<file path="config.mk">
export PLATFORM = sky130hd
export DESIGN_NAME = adc_readout_ctrl
export DESIGN_NICKNAME = d
export VERILOG_FILES = /design/src/rtl/adc_rd_pkg.sv /design/src/rtl/adc_rd_span.sv /design/src/rtl/adc_rd_divider.sv /design/src/rtl/adc_rd_shifter.sv /design/src/rtl/adc_readout_ctrl.sv
export SDC_FILE = /design/constraint.sdc
export NUM_CORES = 1
export LEC_CHECK = 0
export CAP_MARGIN = 5
export CELL_PAD_IN_SITES_DETAIL_PLACEMENT = 2
export CELL_PAD_IN_SITES_GLOBAL_PLACEMENT = 2
export CORE_MARGIN = 2
export CORE_UTILIZATION = 33
export DETAILED_ROUTE_END_ITERATION = 10
export PLACE_DENSITY_LB_ADDON = 0.2
export RECOVER_POWER = 50
export SYNTH_ARGS = -nofsm -noshare
export SYNTH_HDL_FRONTEND = slang
export SYNTH_SLANG_ARGS = --single-unit
</file>
<file path="constraint.sdc">
create_clock -name clk -period 2.4 [get_ports clk]
set_input_delay 0.48 -clock clk [delete_from_list [all_inputs] [get_ports clk]]
set_output_delay 0.48 -clock clk [all_outputs]
set_load 0.02 [all_outputs]
</file>
<file path="src/rtl/adc_rd_pkg.sv">
package adc_rd_pkg;

   // number of leading bits the converter sends in front of each result
   localparam int LEAD_BITS = 4;

   typedef enum logic [1:0] {
      ST_IDLE  = 2'd0,
      ST_SETUP = 2'd1,
      ST_SHIFT = 2'd2,
      ST_GAP   = 2'd3
   } rd_state_t;

endpackage

</file>
<file path="src/rtl/adc_rd_span.sv">
// Counts cycles while enabled; last is high in the LIMIT-th enabled cycle.
module adc_rd_span #(
   parameter int LIMIT = 4
) (
   input  logic clk,
   input  logic rst,
   input  logic clr,
   input  logic en,
   output logic last
);
   localparam int CW = $clog2(LIMIT + 1);

   logic [CW-1:0] cnt_q;

   assign last = (cnt_q == CW'(LIMIT - 1));

   always_ff @(posedge clk) begin
      if (rst || clr) begin
         cnt_q <= '0;
      end else if (en && !last) begin
         cnt_q <= cnt_q + 1'b1;
      end
   end
endmodule

</file>
<file path="src/rtl/adc_rd_divider.sv">
// Half-period tick generator for the serial clock.
module adc_rd_divider #(
   parameter int HALF_DIV = 4
) (
   input  logic clk,
   input  logic rst,
   input  logic run,
   output logic tick
);
   localparam int DW = $clog2(HALF_DIV + 1);

   logic [DW-1:0] div_q;

   assign tick = run && (div_q == DW'(HALF_DIV - 1));

   always_ff @(posedge clk) begin
      if (rst || !run || tick) begin
         div_q <= '0;
      end else begin
         div_q <= div_q + 1'b1;
      end
   end
endmodule

</file>
<file path="src/rtl/adc_rd_shifter.sv">
// Serial-in capture register, newest bit at position 0.
module adc_rd_shifter #(
   parameter int WIDTH = 16
) (
   input  logic             clk,
   input  logic             rst,
   input  logic             clr,
   input  logic             shift,
   input  logic             din,
   output logic [WIDTH-1:0] word
);
   always_ff @(posedge clk) begin
      if (rst || clr) begin
         word[0] <= 1'b0;
      end else if (shift) begin
         word[0] <= din;
      end
   end

   for (genvar i = 1; i < WIDTH; i++) begin : g_stage
      always_ff @(posedge clk) begin
         if (rst || clr) begin
            word[i] <= 1'b0;
         end else if (shift) begin
            word[i] <= word[i-1];
         end
      end
   end
endmodule

</file>
<file path="src/rtl/adc_readout_ctrl.sv">
module adc_readout_ctrl
   import adc_rd_pkg::*;
#(
   parameter int RES_BITS  = 12,
   parameter int HALF_DIV  = 3,
   parameter int SETUP_CYC = 2,
   parameter int GAP_CYC   = 7
) (
   input  logic                clk,
   input  logic                rst,
   input  logic                start,
   input  logic                sdo_i,
   output logic                cs_n,
   output logic                sclk,
   output logic [RES_BITS-1:0] result,
   output logic                result_valid,
   output logic                frame_err
);
   localparam int TOT_BITS = RES_BITS + LEAD_BITS;
   localparam int BW       = $clog2(TOT_BITS + 1);

   // elaboration-time parameter checks
   if (!(RES_BITS == 8 || RES_BITS == 10 || RES_BITS == 12)) begin : g_bad_res
      $error("adc_readout_ctrl: RES_BITS must be 8, 10 or 12");
   end
   if (HALF_DIV < 1) begin : g_bad_div
      $error("adc_readout_ctrl: HALF_DIV must be at least 1");
   end
   if (SETUP_CYC < 1) begin : g_bad_setup
      $error("adc_readout_ctrl: SETUP_CYC must be at least 1");
   end
   if (GAP_CYC < 1) begin : g_bad_gap
      $error("adc_readout_ctrl: GAP_CYC must be at least 1");
   end

   rd_state_t              state_q;
   logic                   cs_q, sclk_q, pend_q, valid_q, err_q;
   logic [BW-1:0]          bitcnt_q;
   logic [RES_BITS-1:0]    res_q;
   logic [TOT_BITS-1:0]    word;
   logic                   tick, setup_last, gap_last;
   logic                   launch, sample, frame_end;

   assign launch    = (state_q == ST_IDLE && start) ||
                      (state_q == ST_GAP && gap_last && (pend_q || start));
   assign sample    = (state_q == ST_SHIFT) && tick && !sclk_q;
   assign frame_end = (state_q == ST_SHIFT) && tick && sclk_q &&
                      (bitcnt_q == BW'(TOT_BITS));

   adc_rd_divider #(.HALF_DIV(HALF_DIV)) u_div (
      .clk (clk),
      .rst (rst),
      .run (state_q == ST_SHIFT),
      .tick(tick)
   );

   adc_rd_span #(.LIMIT(SETUP_CYC)) u_setup (
      .clk (clk),
      .rst (rst),
      .clr (launch),
      .en  (state_q == ST_SETUP),
      .last(setup_last)
   );

   adc_rd_span #(.LIMIT(GAP_CYC)) u_gap (
      .clk (clk),
      .rst (rst),
      .clr (frame_end),
      .en  (state_q == ST_GAP),
      .last(gap_last)
   );

   adc_rd_shifter #(.WIDTH(TOT_BITS)) u_shift (
      .clk  (clk),
      .rst  (rst),
      .clr  (launch),
      .shift(sample),
      .din  (sdo_i),
      .word (word)
   );

   always_ff @(posedge clk) begin
      if (rst) begin
         state_q  <= ST_IDLE;
         cs_q     <= 1'b1;
         sclk_q   <= 1'b1;
         pend_q   <= 1'b0;
         valid_q  <= 1'b0;
         err_q    <= 1'b0;
         bitcnt_q <= '0;
         res_q    <= '0;
      end else begin
         valid_q <= 1'b0;
         err_q   <= 1'b0;

         if (launch) begin
            pend_q <= 1'b0;
         end else if (start && state_q != ST_IDLE) begin
            pend_q <= 1'b1;
         end

         case (state_q)
            ST_IDLE: begin
               if (launch) begin
                  state_q  <= ST_SETUP;
                  cs_q     <= 1'b0;
                  bitcnt_q <= '0;
               end
            end
            ST_SETUP: begin
               if (setup_last) begin
                  state_q <= ST_SHIFT;
                  sclk_q  <= 1'b0;
               end
            end
            ST_SHIFT: begin
               if (sample) begin
                  sclk_q   <= 1'b1;
                  bitcnt_q <= bitcnt_q + 1'b1;
               end else if (frame_end) begin
                  state_q <= ST_GAP;
                  cs_q    <= 1'b1;
                  valid_q <= 1'b1;
                  res_q   <= word[RES_BITS-1:0];
                  err_q   <= |word[TOT_BITS-1 -: LEAD_BITS];
               end else if (tick) begin
                  sclk_q <= 1'b0;
               end
            end
            ST_GAP: begin
               if (launch) begin
                  state_q  <= ST_SETUP;
                  cs_q     <= 1'b0;
                  bitcnt_q <= '0;
               end else if (gap_last) begin
                  state_q <= ST_IDLE;
               end
            end
            default: state_q <= ST_IDLE;
         endcase
      end
   end

   assign cs_n         = cs_q;
   assign sclk         = sclk_q;
   assign result       = res_q;
   assign result_valid = valid_q;
   assign frame_err    = err_q;
endmodule

</file>
== After elaboration in Yosys (flattened, before gate mapping) ==
Cells that the tools add are included.

* Add/subtract/negate cells: 4
* Eq/ne operators: 16
* Multiplexer cells: 20
* Bitwise gates (word level): 3
* Reduce and logical (&&, ||, !) cells: 35

{| class="wikitable"
|+ Operators with widths
! kind !! number
|-
| $mux 2 || 6
|-
| $logic_and 1x1->1 || 11
|-
| $mux 5 || 2
|-
| $pmux 5 s2 || 1
|-
| $mux 1 || 8
|-
| $pmux 2 s4 || 1
|-
| $reduce_and 4->1 || 2
|-
| $reduce_or 4->1 || 2
|-
| $eq 2x2->1 const B || 3
|-
| $logic_or 1x1->1 || 6
|-
| $ne 2x1->1 const B || 3
|-
| $ne 2x2->1 const B || 3
|-
| $ne 3x3->1 const B || 2
|-
| $reduce_and 3->1 || 2
|-
| $reduce_bool 2->1 || 3
|-
| $add 5x1->5 const B || 1
|-
| $eq 5x5->1 const B || 1
|-
| $reduce_and 5->1 || 1
|-
| $add 2x1->2 const B || 2
|-
| $eq 2x1->1 const B || 2
|-
| $logic_not 1->1 || 4
|-
| $pmux 1 s2 || 2
|-
| $reduce_or 2->1 || 2
|-
| $add 3x1->3 const B || 1
|-
| other kinds (5) || 7
|}

* Register bits after elaboration: 47
* Input bits: 4
* Output and inout port bits: 16
* Word-level logic and storage cells: 105

== Logic depth before layout (Yosys ltp) ==
Gate-level depths: netlist (run 1).

* Word-level depth: 8
* Depth in mapped cells: 9

== Modules after synthesis ==
A second synthesis (run 1) with hierarchy kept.

* Cells, all modules: 214
* Area total of the unflattened synthesis: 2139.6 um^2

{| class="wikitable"
|+ By module, submodules not included
! module !! instances !! cells each !! area an instance (um^2) !! seq. area each (um^2)
|-
| adc_readout_ctrl || 1 || 128 || 1189.9 || 480.5
|-
| adc_rd_shifter || 1 || 53 || 581.8 || 320.3
|-
| adc_rd_span at u_gap || 1 || 17 || 181.4 || 60.1
|-
| adc_rd_span at u_setup || 1 || 9 || 105.1 || 40.0
|-
| adc_rd_divider || 1 || 7 || 81.3 || 40.0
|}

== Least setup slack after synthesis (run 1) ==
Ideal clock, no wire load.

* Path kind: register to register
* Start point: register state_q[0]
* End point: register bitcnt_q[3]
* Setup time: 0.070 ns
* Data arrival time: 1.677 ns
* Setup slack: 0.653 ns
* Cell stages (with the launch flop): 7
* Path buffers: 0
* Period minus slack after synthesis: 1.747 ns
* Cells stage by stage: dfxtp_1 > inv_1 > ha_1 > a21oi_1 > a221o_2 > or3_1 > a21oi_1

* Longest elaborated chain between the ends: 6
* Elaborated cells on any way between the ends: 16
* Classes of those cells: 4 x eq/ne; 1 x mux; 11 x reduce/logical

{| class="wikitable"
|+ Ends and longest elaborated chain
! item !! line !! RTL
|-
| from (decl) || adc_readout_ctrl.sv:36 || <nowiki>rd_state_t state_q;</nowiki>
|-
| from (signal assigned) || adc_readout_ctrl.sv:84 || <nowiki>state_q <= ST_IDLE;</nowiki>
|-
| from (signal assigned) || adc_readout_ctrl.sv:105 || <nowiki>state_q <= ST_SETUP;</nowiki>
|-
| from (signal assigned) || adc_readout_ctrl.sv:112 || <nowiki>state_q <= ST_SHIFT;</nowiki>
|-
| $eq 2x2->1, on equally long branches || -- ||
|-
| $logic_and 1x1->1, on equally long branches || adc_rd_divider.sv:14, adc_readout_ctrl.sv:45 ||
|-
| $logic_and 1x1->1, on equally long branches || adc_readout_ctrl.sv:46, adc_readout_ctrl.sv:45 ||
|-
| $logic_and 1x1->1 or $logic_or 1x1->1 (tied branches) || adc_readout_ctrl.sv:46, adc_readout_ctrl.sv:44 ||
|-
| $ne 2x2->1 (no line) or $ne 2x1->1 (tied branches) || -- ||
|-
| $reduce_and 3->1 (no line) || -- ||
|-
| to (signal assigned) || adc_readout_ctrl.sv:119 || <nowiki>bitcnt_q <= bitcnt_q + 1'b1;</nowiki>
|-
| to (decl) || adc_readout_ctrl.sv:38 || <nowiki>logic [BW-1:0] bitcnt_q;</nowiki>
|}

Parallel ways exist; a longest one is shown, timed or not.
A chain may end at the register's enable or synchronous reset.

== Worst setup path in the final report (run 1) ==
* Start point: register state_q[0]
* End point: register res_q[6], in the netlist result[6]

* Longest elaborated chain between the ends: 6
* Elaborated cells on any way between the ends: 8
* Classes of those cells: 1 x eq/ne; 1 x bitwise; 6 x reduce/logical

{| class="wikitable"
|+ Ends and longest elaborated chain
! item !! line !! RTL
|-
| $eq 2x2->1 * || -- ||
|-
| $logic_and 1x1->1 || adc_rd_divider.sv:14 || <nowiki>assign tick = run && (div_q == DW'(HALF_DIV - 1));</nowiki>
|-
| $logic_and 1x1->1 || adc_readout_ctrl.sv:46, adc_readout_ctrl.sv:47 ||
|-
| $logic_and 1x1->1, on equally long branches || adc_readout_ctrl.sv:47, adc_readout_ctrl.sv:46 ||
|-
| $logic_and 1x1->1 or $not 1->1 (tied branches) || -- ||
|-
| $reduce_and 3->1 (no line) * || -- ||
|-
| to (signal assigned) || adc_readout_ctrl.sv:124 || <nowiki>res_q <= word[RES_BITS-1:0];</nowiki>
|-
| to (decl) || adc_readout_ctrl.sv:39 || <nowiki>logic [RES_BITS-1:0] res_q;</nowiki>
|}

Mark *: on every way between the ends. The rest lies on a longest branch, timed or not.

==> results.toml, run 1 <==
[status]
status = "finished clean"

[power]
p_per_area_nw_per_um2 = 905
max-vdd-ir-drop_mv = 0.399
p_leak_nw = 0.907

[synth]
syn_area_per_cell_um2 = 8.33
synth_warnings = 0
syn_inst = 242
synth_nets = 258
ys_seq_area_frac = 0.467
ys_top_cells_by_area = "dfxtp_1, nand2_1, a21oi_1, ha_1, nor2_1"
synth_most_common_cell = "nand2_1"
synth_common_cells = "nand2_1, dfxtp_1, a21oi_1, ha_1, nor2_1"
ys.flop_type = "dfxtp_1"
synth_seq_cells = 47
synth_top_cell_by_area = "dfxtp_1"
async_flop_share = 0
synth_top_area_frac = 0.467
synth-edff-count = 0
synthDistinctLibCells = 38
syn_area_um2 = 2020

[final_layout]
num-fill-cells = 670
nets = 282
antenna_cells = 0
area_growth_pct = 20.9
fin_cells = 342
drive_gt1_frac = 0.0712
final_util = 0.412

[critical_path]
worstPathMaxFanout = 10
cp-start-kind = "flop"
slowest_stage = "nor2_1"
critPathKind = "reg -> reg"
cp_cell_sequence = "inv_1, ha_1, nand3_1, nor2_1, buf_4, nand2_1, a21oi_1"
arrival_ps = 2320
slowest_delay_ps = 430
ff2ff_path_depth = 7
cp.depth = 7
crit_buf_inv = 2
cp_top_family = "simple AND/OR/NAND/NOR gates"
crit_required_ps = 2630
endpoint_kind = "flop"

[route]
routed_wl_um = 5300
dr.pass1.iters = 4
drc_errors = 0
avgRoutedWirePerCell_um = 15.5
detail-route-antenna-nets = 0
vias_per_cell = 5.20
drt_iter0_markers = 62
num_vias = 1777

[global_route]
grt_overflow = 0
grt_pass1_vias = 1878
track_usage = 0.178
grt_max_degree = 17
antenna_found_initial = 0
grt_pass1_wl_um = 9100

[timing]
post-route-period-util = 0.869
setup_viol = 0
skew_ps = 5.42
rsz0062_at_grt = "no"
setup_tns_ps = 0
final-hold-violation-count = 0
relSlewSlack = 0.654
fin_crit_ps = 2090
fmax_mhz = 479
tightest_slew_ps = 517
drv_slew = 0

[placement]
gp_congestion = 0.821
dp.cells = 334
dp_hpwl_um = 3720
port_buffers = 19

[min_path]
hold_depth = 1
min_path_type = "reg -> reg"

[die]
fp.dieW_um = 82.2
rows = 28
core-area_um2 = 5920
num_io_pins = 20
initial_core_util = 0.340
dieArea_um2 = 6750
die_h_um = 82.2

[clock_network]
clockBufferDepth = 2
path_clk_slew_ps = 100
clock_sinks = 47
insertion_delay_ps = 310
postCtsHoldBufs = 0
cts_setup_buffers = 0
cts_made_buffers = 5
cts-root-buf = "clkbuf_8"
postCtsResizedCells = 0
htree_num_levels = 2
cts_tree = "yes"

[flow_run]
maxCapViolCount = 0
[flip-flops by register name, indices dropped and copies added (netlist names)]
signal / count
result: 12
u_setup.cnt_q: 2
state_q: 2
u_gap.cnt_q: 3
frame_err: 1
pend_q: 1
u_shift.word: 16
bitcnt_q: 5
cs_n: 1
result_valid: 1
sclk: 1
u_div.div_q: 2
[logic make-up (layout without fill, tap and decap cells)]
| family | count (synthesis) | in the layout | share of synthesized area |
|---|---|---|---|
| xor gates and xnor gates | 3 | 3 | 0.0130 |
| buffers and inverters | 20 | 45 | 0.0391 |
| AOI/OAI and AO/OA | 56 | 56 | 0.165 |
| adders and majority gates | 12 | 12 | 0.0745 |
| muxes | 3 | 3 | 0.0149 |
| and+or+nand+nor | 101 | 101 | 0.227 |
| DFF | 47 | 47 | 0.467 |
[layer usage]
metal,vias to the layer above,global-route usage,routed length (um)
met2,18,0.304,2590
li1,867,-,-
met5,-,0,0
met1,886,0.229,2560
met3,6,0.0293,89
met4,0,0.0550,71
[layout make-up]
type                       count  area [um2]  share of cell area
clock inverter                 2        38.8              0.0159
tap                           75        93.8              0.0385
timing repair buffer          27         248               0.102
inverter                      10        37.5              0.0154
sequential                    47         941               0.386
multi-input combinational    175         996               0.409
clock buffer                   6        82.6              0.0339
[metrics by stage]
| stage | worst slack [ps] | hold WS [ps] | total power [mW] | area, um2 |
|---|---|---|---|---|
| after CTS | 279 | 426 | 2.24 | 2440 |
| after global placement | 234 | 404 | 1.57 | 2320 |
| after floorplan | 653 | 391 | 1.40 | 2020 |
| final | 314 | 423 | 2.21 | 2440 |
| after global routing | 172 | 453 | 2.35 | 2440 |
| after detailed placement | 158 | 412 | 1.59 | 2320 |
[report_power, final]
group	internal (mW)	switching [mW]	total, mW
registers	0.847	0.0717	0.919
logic	0.278	0.373	0.651
clock network	0.343	0.293	0.636
[placed cells by master (no fill, tap or decap), types with 4 or more instances in the layout]
cell type      instances
inv_1                 10
nand2b_1               5
nor2_1                11
dfxtp_1               47
or3_1                  4
nand2_1               60
o21ai_0                5
ha_1                  12
clkbuf_8               6
a21oi_1               37
buf_4                  7
dlygate4sd3_1         16
[worst paths after layout]
kind,startpoint,to,slack (ps)
setup / recovery,state_q[0],result[6],310
hold / removal,u_div.div_q[0],u_div.div_q[0],420
setup reg to reg,state_q[0],result[6],310
hold reg to reg,u_div.div_q[0],u_div.div_q[0],420
Power figures use the tool's default switching activity.
==> inputs of run 2 (changes only) <==
--- a/config.mk
+++ b/config.mk
@@ -10,6 +10,7 @@
 export CELL_PAD_IN_SITES_GLOBAL_PLACEMENT = 2
 export CORE_MARGIN = 2
 export CORE_UTILIZATION = 33
+export CTS_CLUSTER_SIZE = 24
 export DETAILED_ROUTE_END_ITERATION = 10
 export PLACE_DENSITY_LB_ADDON = 0.2
 export RECOVER_POWER = 50
==> results of run 2 <==
The final DEF is identical to that of run 1; final timing and power are the same.
